File: config.mk
export PLATFORM = sky130hd
export DESIGN_NAME = insn_prefix_decoder
export DESIGN_NICKNAME = d
export VERILOG_FILES = /design/src/rtl/ipd_pkg.sv /design/src/rtl/ipd_prefix_accum.sv /design/src/rtl/ipd_len_guard.sv /design/src/rtl/ipd_resolve.sv /design/src/rtl/insn_prefix_decoder.sv
export SDC_FILE = /design/constraint.sdc
export NUM_CORES = 1
export LEC_CHECK = 0
export BUFFER_PORTS_ARGS = -buffer_cell sky130_fd_sc_hd__buf_2
export CAP_MARGIN = 20
export CORE_MARGIN = 1.5
export CORE_UTILIZATION = 45
export CTS_BUF_LIST = sky130_fd_sc_hd__clkbuf_4 sky130_fd_sc_hd__clkbuf_8
export CTS_CLUSTER_SIZE = 20
export DETAILED_ROUTE_END_ITERATION = 12
export GPL_TIMING_DRIVEN = 0
export PLACE_DENSITY = 0.76
export SETUP_SLACK_MARGIN = 0.4
export SKIP_LAST_GASP = 1
export SLEW_MARGIN = 15
export SYNTH_ARGS = -nofsm -noshare
export SYNTH_HDL_FRONTEND = slang
export SYNTH_SLANG_ARGS = --single-unit
File: constraint.sdc
create_clock -name clk -period 2.8 [get_ports clk]
set_input_delay 0.56 -clock clk [delete_from_list [all_inputs] [get_ports clk]]
set_output_delay 0.56 -clock clk [all_outputs]
set_load 0.005 [all_outputs]
File: src/rtl/ipd_pkg.sv
package ipd_pkg;

    localparam int unsigned MAX_LEN = 15;
    localparam int unsigned LEN_W   = $clog2(MAX_LEN + 1);

    typedef enum logic [1:0] {MAP_ONE = 2'd0, MAP_0F = 2'd1, MAP_0F38 = 2'd2} map_e;
    typedef enum logic [1:0] {MP_NONE = 2'd0, MP_66 = 2'd1, MP_F2 = 2'd2, MP_F3 = 2'd3} mprefix_e;
    typedef enum logic [1:0] {REP_NONE = 2'd0, REP_NE = 2'd1, REP_E = 2'd2} rep_e;
    typedef enum logic [1:0] {HINT_NONE = 2'd0, HINT_TAKEN = 2'd1, HINT_NOT_TAKEN = 2'd2} hint_e;
    typedef enum logic [2:0] {CLS_NONE = 3'd0, CLS_PS = 3'd1, CLS_PD = 3'd2,
                              CLS_SS = 3'd3, CLS_SD = 3'd4} add_cls_e;
    typedef enum logic [2:0] {BK_OPSZ, BK_REP, BK_SEG, BK_LEGACY, BK_REX, BK_ESC, BK_FINAL} byte_kind_e;
    typedef enum logic [1:0] {ST_PFX, ST_ESC, ST_ESC38} dec_state_e;

    typedef struct packed {
        logic       opsz;
        rep_e       rep;
        logic [7:0] seg;
        logic       rex_v;
        logic [3:0] rex;
    } pfx_state_t;

    typedef struct packed {
        map_e             map;
        logic [7:0]       opcode;
        mprefix_e         mp;
        logic             opsz;
        rep_e             rep;
        hint_e            hint;
        logic             rex_v;
        logic [3:0]       rex;
        add_cls_e         cls;
        logic [LEN_W-1:0] len;
    } insn_rec_t;

    function automatic byte_kind_e kind_of(input logic [7:0] b);
        byte_kind_e k;
        unique case (b)
            8'h66:                                  k = BK_OPSZ;
            8'hF2, 8'hF3:                           k = BK_REP;
            8'h26, 8'h2E, 8'h36, 8'h3E, 8'h64, 8'h65: k = BK_SEG;
            8'hF0, 8'h67:                           k = BK_LEGACY;
            8'h0F:                                  k = BK_ESC;
            default:                                k = (b[7:4] == 4'h4) ? BK_REX : BK_FINAL;
        endcase
        return k;
    endfunction

    function automatic logic is_cond_jump(input map_e m, input logic [7:0] op);
        return ((m == MAP_ONE) && (op[7:4] == 4'h7)) || ((m == MAP_0F) && (op[7:4] == 4'h8));
    endfunction

endpackage

File: src/rtl/ipd_prefix_accum.sv
module ipd_prefix_accum
    import ipd_pkg::*;
(
    input  logic       clk,
    input  logic       rst,
    input  logic       upd,
    input  logic       clear,
    input  logic [7:0] in_byte,
    input  byte_kind_e kind,
    output pfx_state_t st
);

    always_ff @(posedge clk) begin
        if (rst || clear) begin
            st <= '0;
        end else if (upd) begin
            unique case (kind)
                BK_OPSZ: begin
                    st.opsz  <= 1'b1;
                    st.rex_v <= 1'b0;
                    st.rex   <= '0;
                end
                BK_REP: begin
                    st.rep   <= (in_byte == 8'hF2) ? REP_NE : REP_E;
                    st.rex_v <= 1'b0;
                    st.rex   <= '0;
                end
                BK_SEG: begin
                    st.seg   <= in_byte;
                    st.rex_v <= 1'b0;
                    st.rex   <= '0;
                end
                BK_LEGACY: begin
                    st.rex_v <= 1'b0;
                    st.rex   <= '0;
                end
                BK_REX: begin
                    st.rex_v <= 1'b1;
                    st.rex   <= in_byte[3:0];
                end
                default: ;
            endcase
        end
    end


    rex_dropped_chk: assert property (@(posedge clk) disable iff (rst)
        (upd && !clear && (kind inside {BK_OPSZ, BK_REP, BK_SEG, BK_LEGACY})) |=> !st.rex_v);

endmodule

File: src/rtl/ipd_len_guard.sv
module ipd_len_guard
    import ipd_pkg::*;
#(
    parameter int unsigned LIMIT = MAX_LEN,
    localparam int unsigned CW   = $clog2(LIMIT + 1)
)(
    input  logic          clk,
    input  logic          rst,
    input  logic          accept,
    input  logic          final_byte,
    output logic [CW-1:0] cnt,
    output logic          overflow
);

    localparam logic [CW-1:0] LAST = CW'(LIMIT - 1);

    assign overflow = accept && !final_byte && (cnt == LAST);

    always_ff @(posedge clk) begin
        if (rst) begin
            cnt <= '0;
        end else if (accept) begin
            if (final_byte || overflow) cnt <= '0;
            else                        cnt <= cnt + 1'b1;
        end
    end


    cnt_bound_chk: assert property (@(posedge clk) disable iff (rst) cnt <= LAST);

endmodule

File: src/rtl/ipd_resolve.sv
module ipd_resolve
    import ipd_pkg::*;
(
    input  pfx_state_t       st,
    input  map_e             map,
    input  logic [7:0]       opcode,
    input  logic [LEN_W-1:0] prior_cnt,
    output insn_rec_t        rec
);

    always_comb begin
        rec        = '0;
        rec.map    = map;
        rec.opcode = opcode;
        rec.opsz   = st.opsz;
        rec.rep    = st.rep;
        rec.rex_v  = st.rex_v;
        rec.rex    = st.rex;
        rec.len    = prior_cnt + 1'b1;

        if (map == MAP_ONE)        rec.mp = MP_NONE;
        else if (st.rep == REP_NE) rec.mp = MP_F2;
        else if (st.rep == REP_E)  rec.mp = MP_F3;
        else if (st.opsz)          rec.mp = MP_66;
        else                       rec.mp = MP_NONE;

        rec.cls = CLS_NONE;
        if (map == MAP_0F && opcode == 8'h58) begin
            unique case (rec.mp)
                MP_NONE: rec.cls = CLS_PS;
                MP_66:   rec.cls = CLS_PD;
                MP_F2:   rec.cls = CLS_SD;
                MP_F3:   rec.cls = CLS_SS;
                default: rec.cls = CLS_NONE;
            endcase
        end

        rec.hint = HINT_NONE;
        if (is_cond_jump(map, opcode)) begin
            if (st.seg == 8'h2E)      rec.hint = HINT_NOT_TAKEN;
            else if (st.seg == 8'h3E) rec.hint = HINT_TAKEN;
        end
    end

endmodule

File: src/rtl/insn_prefix_decoder.sv
module insn_prefix_decoder
    import ipd_pkg::*;
(
    input  logic             clk,
    input  logic             rst,
    input  logic             in_valid,
    input  logic [7:0]       in_byte,
    output logic             in_ready,
    input  logic             out_ready,
    output logic             out_valid,
    output logic [1:0]       out_map,
    output logic [7:0]       out_opcode,
    output logic [1:0]       out_mprefix,
    output logic             out_opsize,
    output logic [1:0]       out_rep,
    output logic [1:0]       out_hint,
    output logic             out_rex_valid,
    output logic [3:0]       out_rex,
    output logic [2:0]       out_add_class,
    output logic [LEN_W-1:0] out_len,
    output logic             err
);

    dec_state_e       state_q;
    byte_kind_e       kind;
    pfx_state_t       pfx;
    insn_rec_t        rec_d, rec_q;
    map_e             map_d;
    logic             accept, final_byte, overflow, valid_q, err_q;
    logic [LEN_W-1:0] cnt;

    assign in_ready = !valid_q;
    assign accept   = in_valid && in_ready;
    assign kind     = kind_of(in_byte);

    always_comb begin
        final_byte = 1'b0;
        map_d      = MAP_ONE;
        unique case (state_q)
            ST_PFX: begin
                final_byte = (kind == BK_FINAL);
                map_d      = MAP_ONE;
            end
            ST_ESC: begin
                final_byte = (in_byte != 8'h38);
                map_d      = MAP_0F;
            end
            ST_ESC38: begin
                final_byte = 1'b1;
                map_d      = MAP_0F38;
            end
            default: ;
        endcase
    end

    ipd_prefix_accum i_accum (
        .clk     (clk),
        .rst     (rst),
        .upd     (accept && state_q == ST_PFX),
        .clear   ((accept && final_byte) || overflow),
        .in_byte (in_byte),
        .kind    (kind),
        .st      (pfx)
    );

    ipd_len_guard #(.LIMIT(MAX_LEN)) i_len (
        .clk        (clk),
        .rst        (rst),
        .accept     (accept),
        .final_byte (final_byte),
        .cnt        (cnt),
        .overflow   (overflow)
    );

    ipd_resolve i_resolve (
        .st        (pfx),
        .map       (map_d),
        .opcode    (in_byte),
        .prior_cnt (cnt),
        .rec       (rec_d)
    );

    always_ff @(posedge clk) begin
        if (rst) begin
            state_q <= ST_PFX;
        end else if (accept) begin
            if (final_byte || overflow)                     state_q <= ST_PFX;
            else if (state_q == ST_PFX && kind == BK_ESC)   state_q <= ST_ESC;
            else if (state_q == ST_ESC)                     state_q <= ST_ESC38;
        end
    end

    always_ff @(posedge clk) begin
        if (rst) begin
            valid_q <= 1'b0;
            err_q   <= 1'b0;
            rec_q   <= '0;
        end else begin
            err_q <= overflow;
            if (accept && final_byte) begin
                valid_q <= 1'b1;
                rec_q   <= rec_d;
            end else if (out_ready) begin
                valid_q <= 1'b0;
            end
        end
    end

    assign out_valid     = valid_q;
    assign err           = err_q;
    assign out_map       = rec_q.map;
    assign out_opcode    = rec_q.opcode;
    assign out_mprefix   = rec_q.mp;
    assign out_opsize    = rec_q.opsz;
    assign out_rep       = rec_q.rep;
    assign out_hint      = rec_q.hint;
    assign out_rex_valid = rec_q.rex_v;
    assign out_rex       = rec_q.rex;
    assign out_add_class = rec_q.cls;
    assign out_len       = rec_q.len;


    hold_stalled_chk: assert property (@(posedge clk) disable iff (rst)
        (out_valid && !out_ready) |=> (out_valid && $stable(rec_q)));


    rec_after_accept_chk: assert property (@(posedge clk) disable iff (rst)
        $rose(out_valid) |-> $past(in_valid));


    class_on_add_only_chk: assert property (@(posedge clk) disable iff (rst)
        (out_valid && out_add_class != 3'd0) |-> (out_map == 2'd1 && out_opcode == 8'h58));


    map0_no_mprefix_chk: assert property (@(posedge clk) disable iff (rst)
        (out_valid && out_map == 2'd0) |-> (out_mprefix == 2'd0));


    rep_beats_opsz_chk: assert property (@(posedge clk) disable iff (rst)
        (out_valid && out_map != 2'd0 && out_rep != 2'd0) |-> (out_mprefix inside {2'd2, 2'd3}));


    hint_on_jcc_chk: assert property (@(posedge clk) disable iff (rst)
        (out_valid && out_hint != 2'd0) |-> is_cond_jump(map_e'(out_map), out_opcode));


    err_excl_chk: assert property (@(posedge clk) disable iff (rst) !(err && out_valid));

endmodule

**Word level (Yosys, flattened, before mapping)**

Index checks and enable logic that the tools add are counted.

- Word-level logic and storage cells: 106
- Output and inout bits: 32
- Input bits: 12
- Flip-flop bits (word level): 53

- Multiplexer cells: 21
- Equality and inequality tests: 34
- $add $sub $neg: 1
- Reductions and logical operators: 31

Operator list:

| operator | number |
|---|---|
| 8-bit by 6-bit == test with 1-bit output, second input constant | 6 |
| 8-bit by 7-bit == test with 1-bit output, second input constant | 5 |
| 8-bit == test, second input constant | 3 |
| 2-bit 2-to-1 mux | 10 |
| 3-bit case mux with 5 select lines | 1 |
| 3-bit case mux with 4 select lines | 1 |
| 5-bit case mux with 2 select lines | 1 |
| 2-bit AND reduction | 5 |
| 3-bit == test, second input constant | 3 |
| 1-bit logical AND | 9 |
| 2-bit by 1-bit == test with 1-bit output, second input constant | 4 |
| 2-bit == test, second input constant | 4 |
| 4-bit by 3-bit == test with 1-bit output, second input constant | 2 |
| 4-bit == test, second input constant | 2 |
| 8-bit by 4-bit == test with 1-bit output, second input constant | 1 |
| 8-bit by 6-bit != test with 1-bit output, second input constant | 1 |
| 3-bit by 2-bit == test with 1-bit output, second input constant | 2 |
| 2-bit zero test | 3 |
| 6-bit OR reduction | 1 |
| 4-bit by 1-bit adder with 4-bit output, second input constant | 1 |
| 1-bit logical OR | 4 |
| 1-bit 2-to-1 mux | 4 |
| 4-bit 2-to-1 mux | 1 |
| 2-bit case mux with 2 select lines | 1 |
| other kinds (9) | 12 |

**Logic depth before layout (Yosys ltp)**

- Depth in word-level cells: 11
- Depth in mapped cells: 8
- Gate-level depth less buffers: 8

**Modules after synthesis**

A second synthesis with hierarchy kept.

- Cells, all modules: 257
- Area, all modules: 2514.9 um2

Modules (own cells, without submodules):

| module | instances | area an instance (um2) | sequential area each (um2) | cells each |
|---|---|---|---|---|
| insn_prefix_decoder | 1 | 1267.5 | 660.6 | 118 |
| ipd_prefix_accum | 1 | 648.1 | 320.3 | 67 |
| ipd_resolve | 1 | 367.9 | 0.0 | 50 |
| ipd_len_guard | 1 | 231.5 | 80.1 | 22 |

**Worst setup path after synthesis**

OpenSTA, ideal clock, no wires.

- Kind: input to register
- From: input port in_byte[1]
- To: register i_len.cnt[2]
- Data required time: 2726 ps
- Arrival: 2330 ps
- Stages: 7
- Slack: 395 ps
- Setup time: 74 ps
- Buffers on the path: 1
- Cells stage by stage: buf_4 -> or4b_4 -> o41a_1 -> o21bai_4 -> o311ai_2 -> or3b_1 -> a31oi_1

- Longest elaborated chain between the ends: 10
- Elaborated cells between the ends (all ways): 24
- Classes of those cells: eq/ne (14); mux (3); reduce/logical (7)

Ends and longest elaborated chain:

| what | RTL line | RTL |
|---|---|---|
| from (decl) | insn_prefix_decoder.sv:7 | `input logic [7:0] in_byte,` |
| 8-bit by 6-bit == test with 1-bit output (tied with other cells) | ipd_pkg.sv:38 | `unique case (b)` |
| 6-bit OR reduction / 2-bit OR reduction (equally long branches) | ipd_pkg.sv:38 |  |
| 3-bit case mux with 5 select lines | ipd_pkg.sv:38 |  |
| 3-bit == test | insn_prefix_decoder.sv:41 | `final_byte = (kind == BK_FINAL);` |
| 1-bit case mux with 3 select lines * | insn_prefix_decoder.sv:39 | `unique case (state_q)` |
| 1-bit zero test | ipd_len_guard.sv:17 | `assign overflow = accept && !final_byte && (cnt == LAST);` |
| 1-bit logical AND (2 in a row) | ipd_len_guard.sv:17 |  |
| 1-bit logical OR * | ipd_len_guard.sv:23 | `if (final_byte \|\| overflow) cnt <= '0;` |
| 4-bit 2-to-1 mux * | ipd_len_guard.sv:23 |  |
| to (signal assigned) | ipd_len_guard.sv:24 | `else cnt <= cnt + 1'b1;` |
| to (decl) | ipd_len_guard.sv:11 | `output logic [CW-1:0] cnt,` |

Every way passes the cells marked *; elsewhere a longest branch is shown, timed or not.
A chain may end at the register's enable or synchronous reset.

**Worst setup path in the final report**

- From: input port in_byte[1]
- To: register, netlist name i_accum.st[0]

- Longest elaborated chain between the ends: 10
- Elaborated cells between the ends (all ways): 34
- Classes of those cells: eq/ne (18); mux (3); reduce/logical (13)

Ends and longest elaborated chain:

| what | RTL line | RTL |
|---|---|---|
| 8-bit by 6-bit == test with 1-bit output (tied with other cells) | ipd_pkg.sv:38 |  |
| 6-bit OR reduction / 2-bit OR reduction (equally long branches) | ipd_pkg.sv:38 |  |
| 3-bit case mux with 5 select lines | ipd_pkg.sv:38 |  |
| 3-bit == test | insn_prefix_decoder.sv:41 |  |
| 1-bit case mux with 3 select lines | insn_prefix_decoder.sv:39 |  |
| 1-bit zero test | ipd_len_guard.sv:17 |  |
| 1-bit logical AND (2 in a row) | ipd_len_guard.sv:17 |  |
| 1-bit logical OR | insn_prefix_decoder.sv:60 | `.clear ((accept && final_byte) \|\| overflow),` |
| 1-bit logical OR | ipd_prefix_accum.sv:14 | `if (rst \|\| clear) begin` |

Parallel ways exist; a longest one is shown, timed or not.

==> run_results.csv <==
group,metric,value,unit
yosys,post_syn_instances,295,
floorplan,dieHeight,78.08,um
timing,worst_pin_slew,0.4751,ns
place,io_buffer_count,37,
hold_path,hold_start,"i_accum.st[10]",
grt,grt_start_max_net_pins,17,
critical_path,crit_type,"input port to flop",
critical_path,cp.arrival,2.54,ns
grt,global_route.peak_usage_layer,"met2",
critical_path,worstSetupStartpointType,"input port",
route,routed_via_density,5.698,
floorplan,placeableCoreArea,0.005473,mm^2
yosys,synth_enable_flop_cells,0,
timing,fin_worst_skew,0.006202,ns
yosys,postSynthAreaPerCell,8.597,um^2
grt,antenna_found_initial,0,
hold_path,hp-class,"flop to flop",
power,power_frac_comb,11.1,%
grt,grt_remaining_overflow,0,
grt,gr_util_met1,27.13,%
yosys,synth_top_area_cells,"sky130_fd_sc_hd__dfxtp_1 42%, sky130_fd_sc_hd__a21oi_1 6.3%, sky130_fd_sc_hd__o21ai_0 5.7%, sky130_fd_sc_hd__nand3_1 5.3%, sky130_fd_sc_hd__ha_1 4.4%",
power,design_power_total,0.001560,W
critical_path,crit_path_max_fanout,10,
clock_network,post_cts_clock_slew_at_the_launch_and_capture_registers_of_the_worst_setup_and_hold_paths,0.10,ns
floorplan,ioPinCount,44,
cells_and_area,drive_gt1_share,20.76,%
power,switching_power,0.0003742,W
clock_network,numClockSinks,53,
clock_network,cts.path.max_buffers,2,
cells_and_area,final_nets,362,
route,final_antenna_net_count,0,
place,dpl.hpwl,4427,um
power,power_density,519.1,mW/mm^2
critical_path,rr_startpoint,"state_q[1]",
floorplan,die_area,0.006096,mm^2
yosys,net_count_synth,316,
timing,timing.final.crit_share,81.55,%
grt,met2_use_gr,34.70,%
route,finalWirelength,6227,um
yosys,yosys.cell_types.count,54,
yosys,syn-cell-area,0.002536,mm^2
place,place.gp.congestion,0.8739,
power,clock_share_of_power,39.0,%
timing,max-slew-margin-rel,68.33,%
status,run_status,"completed",
flow_run,cap_viol_max_count,0,
power,power.share.sequential,49.9,%
floorplan,rows,27,
yosys,synth_async_reset_ratio,0,%
clock_network,tritoncts,"done",
route,drt_iter0_drc,165,
route,drt-pass1-iter-count,4,
power,peakVddDrop,0.2274,mV
timing,slew_violations,0,
timing,smallest_setup_slack_after_layout,0.5165,ns
floorplan,die_x,78.08,um
yosys,most_frequently_used_flop_master_after_synthesis,"sky130_fd_sc_hd__dfxtp_1",
cells_and_area,flow.area_growth_from_synthesis,18.50,%
power,power.switching_fraction,23.98,%
clock_network,clk_latency_worst_skew_pair,0.31,ns
timing,finalWorstPathRequiredPeriod,2.284,ns
floorplan,starting_density_of_the_core,46.34,%
yosys,ys_seq_elements,53,
yosys,synth_most_common_cell,"sky130_fd_sc_hd__dfxtp_1",
route,drc,0,
critical_path,critical_path.startpoint,"in_byte[1]",
yosys,synth-seq-area-share,41.84,%
timing,final-hold-violation-count,0,
clock_network,cts_hold_buf,0,
power,internal_power,0.001186,W
grt,grt_use_total,21.03,%
critical_path,required,3.05,ns
clock_network,clock_tree.root_cell,"sky130_fd_sc_hd__clkbuf_8",
cells_and_area,fillCellCount,537,
yosys,synth.yosys.warnings,0,
grt,globalRouteMet3Util,4.651,%
timing,setup_viol,0,
power,cellLeakagePower,1.151,nW
critical_path,end_kind,"flop",
route,vias,2359,
timing,setup_repair_after_global_routing_missed_its_margin,"no",
place,detailedPlace.worstSlack,-0.01376,ns
clock_network,cts_inserted_buffers,5,
yosys,synth_commonest_cells,"53 x sky130_fd_sc_hd__dfxtp_1, 32 x sky130_fd_sc_hd__a21oi_1, 29 x sky130_fd_sc_hd__o21ai_0",
clock_network,htree_levels,2,
grt,grt_first_pass_wirelength,10250,um
yosys,yosys.area.top_type_share,41.84,%
route,wl_per_cell,15.04,um
cells_and_area,num_antenna_cells,0,
timing,fmax,0.4379,GHz
yosys,post-synth-top-area-cell,"sky130_fd_sc_hd__dfxtp_1",
grt,first_global_vias,2141,
==> critical path, stage by stage <==
cell and delay [ns]:
sky130_fd_sc_hd__buf_4 0.15, sky130_fd_sc_hd__or4b_4 0.51, sky130_fd_sc_hd__o41a_1 0.37, sky130_fd_sc_hd__o21bai_4 0.20, sky130_fd_sc_hd__o311ai_4 0.16, sky130_fd_sc_hd__a21o_2 0.31
sky130_fd_sc_hd__buf_6 0.16, sky130_fd_sc_hd__nor2_1 0.10
==> power by group through the flow <==
stage	clock (W)	sequential (W)	combinational, W
finish	0.000609	0.000779	0.000173
global route	0.000641	0.000781	0.000191
floorplan	0	0.000798	0.000105
detailed placement	0	0.000797	0.000164
CTS	0.000613	0.000779	0.000166
global placement	0	0.000796	0.000163
==> routing by layer <==
| layer | part of all wire, % | wire length (um) |
|---|---|---|
| met4 | 2.3 | 144 |
| met5 | 0 | 0 |
| met2 | 48 | 3019 |
| met1 | 44 | 2746 |
| met3 | 5.1 | 317 |
==> timing repair <==
item / 4_1_cts / 5_1_grt
cloned: 0 / 0
setup endpoints to repair: 21 / 33
resized for setup: 2 / 7
pin swaps: 0 / 1
setup buffers: 0 / 2
==> cells in the final DEF (no fill, tap or decap), drive strengths merged, types with 3 or more instances in the layout <==
| master | netlist | routed |
|---|---|---|
| a211oi | 3 | 3 |
| a21oi | 32 | 32 |
| a22oi | 6 | 6 |
| a31oi | 3 | 3 |
| and4 | 3 | 3 |
| buf | 8 | 47 |
| clkbuf | 14 | 19 |
| dfxtp | 53 | 53 |
| ha | 9 | 9 |
| inv | 8 | 8 |
| mux2i | 5 | 5 |
| nand2 | 14 | 14 |
| nand2b | 3 | 3 |
| nand3 | 27 | 27 |
| nand4 | 3 | 3 |
| nor2 | 22 | 22 |
| nor2b | 6 | 6 |
| nor3 | 5 | 5 |
| nor3b | 3 | 3 |
| nor4 | 3 | 3 |
| o21ai | 29 | 29 |
| o21bai | 5 | 5 |
==> cell type report <==
| type | instances | area (um^2) | share of cell area (%) |
|---|---|---|---|
| plain buffers | 22 | 112.6 | 3.747 |
| clock buffers | 5 | 68.82 | 2.290 |
| clock inverters | 3 | 65.06 | 2.165 |
| inverters | 8 | 30.03 | 0.9992 |
| multi-input cells | 212 | 1378 | 45.84 |
| flip-flops and latches | 53 | 1061 | 35.30 |
| well taps | 72 | 90.09 | 2.998 |
| repair buffers | 39 | 200.2 | 6.661 |
==> stage by stage <==
step                      hold slack (ns)  TNS [ns]  util [%]  cell area, um^2  cells
final                              0.4718         0     54.92             3005    414
after global routing               0.4933         0     54.92             3005    414
after CTS                          0.4714         0     54.09             2960    412
after detailed placement           0.4546  -0.01376     51.37             2811    404
after global placement             0.4440  -0.04315     51.37             2811    404
after floorplan                    0.4326         0         -             2536    295
==> sequential cells by signal (all words and copies together), names as in the netlist, 2 cells and up <==
name / flops
out_hint: 2
out_rep: 2
state_q: 2
out_opcode: 8
out_mprefix: 2
i_accum.st: 16
i_len.cnt: 4
out_add_class: 3
out_rex: 4
out_len: 4
out_map: 2
==> logic make-up (layout without fill, tap and decap cells) <==
group                      Yosys count  after routing  share of synthesized area, %
and+or+nand+nor                    103            103                         22.25
AOI/OAI and AO/OA                   93             93                         23.29
DFF                                 53             53                         41.84
buffers and inverters               30             77                         5.525
adders and majority gates            9              9                         4.440
muxes                                5              5                         1.973
xor gates and xnor gates             2              2                        0.6908
==> worst paths after layout <==
kind,slack [ns],end,cells past startpoint
worst max-delay path,0.52,i_accum.st[0],8
worst min-delay path,0.47,i_accum.st[10],2
worst max register to register,0.86,i_accum.st[0],8
worst min register to register,0.47,i_accum.st[10],2
No activity file was read; power rests on OpenSTA's default activity.
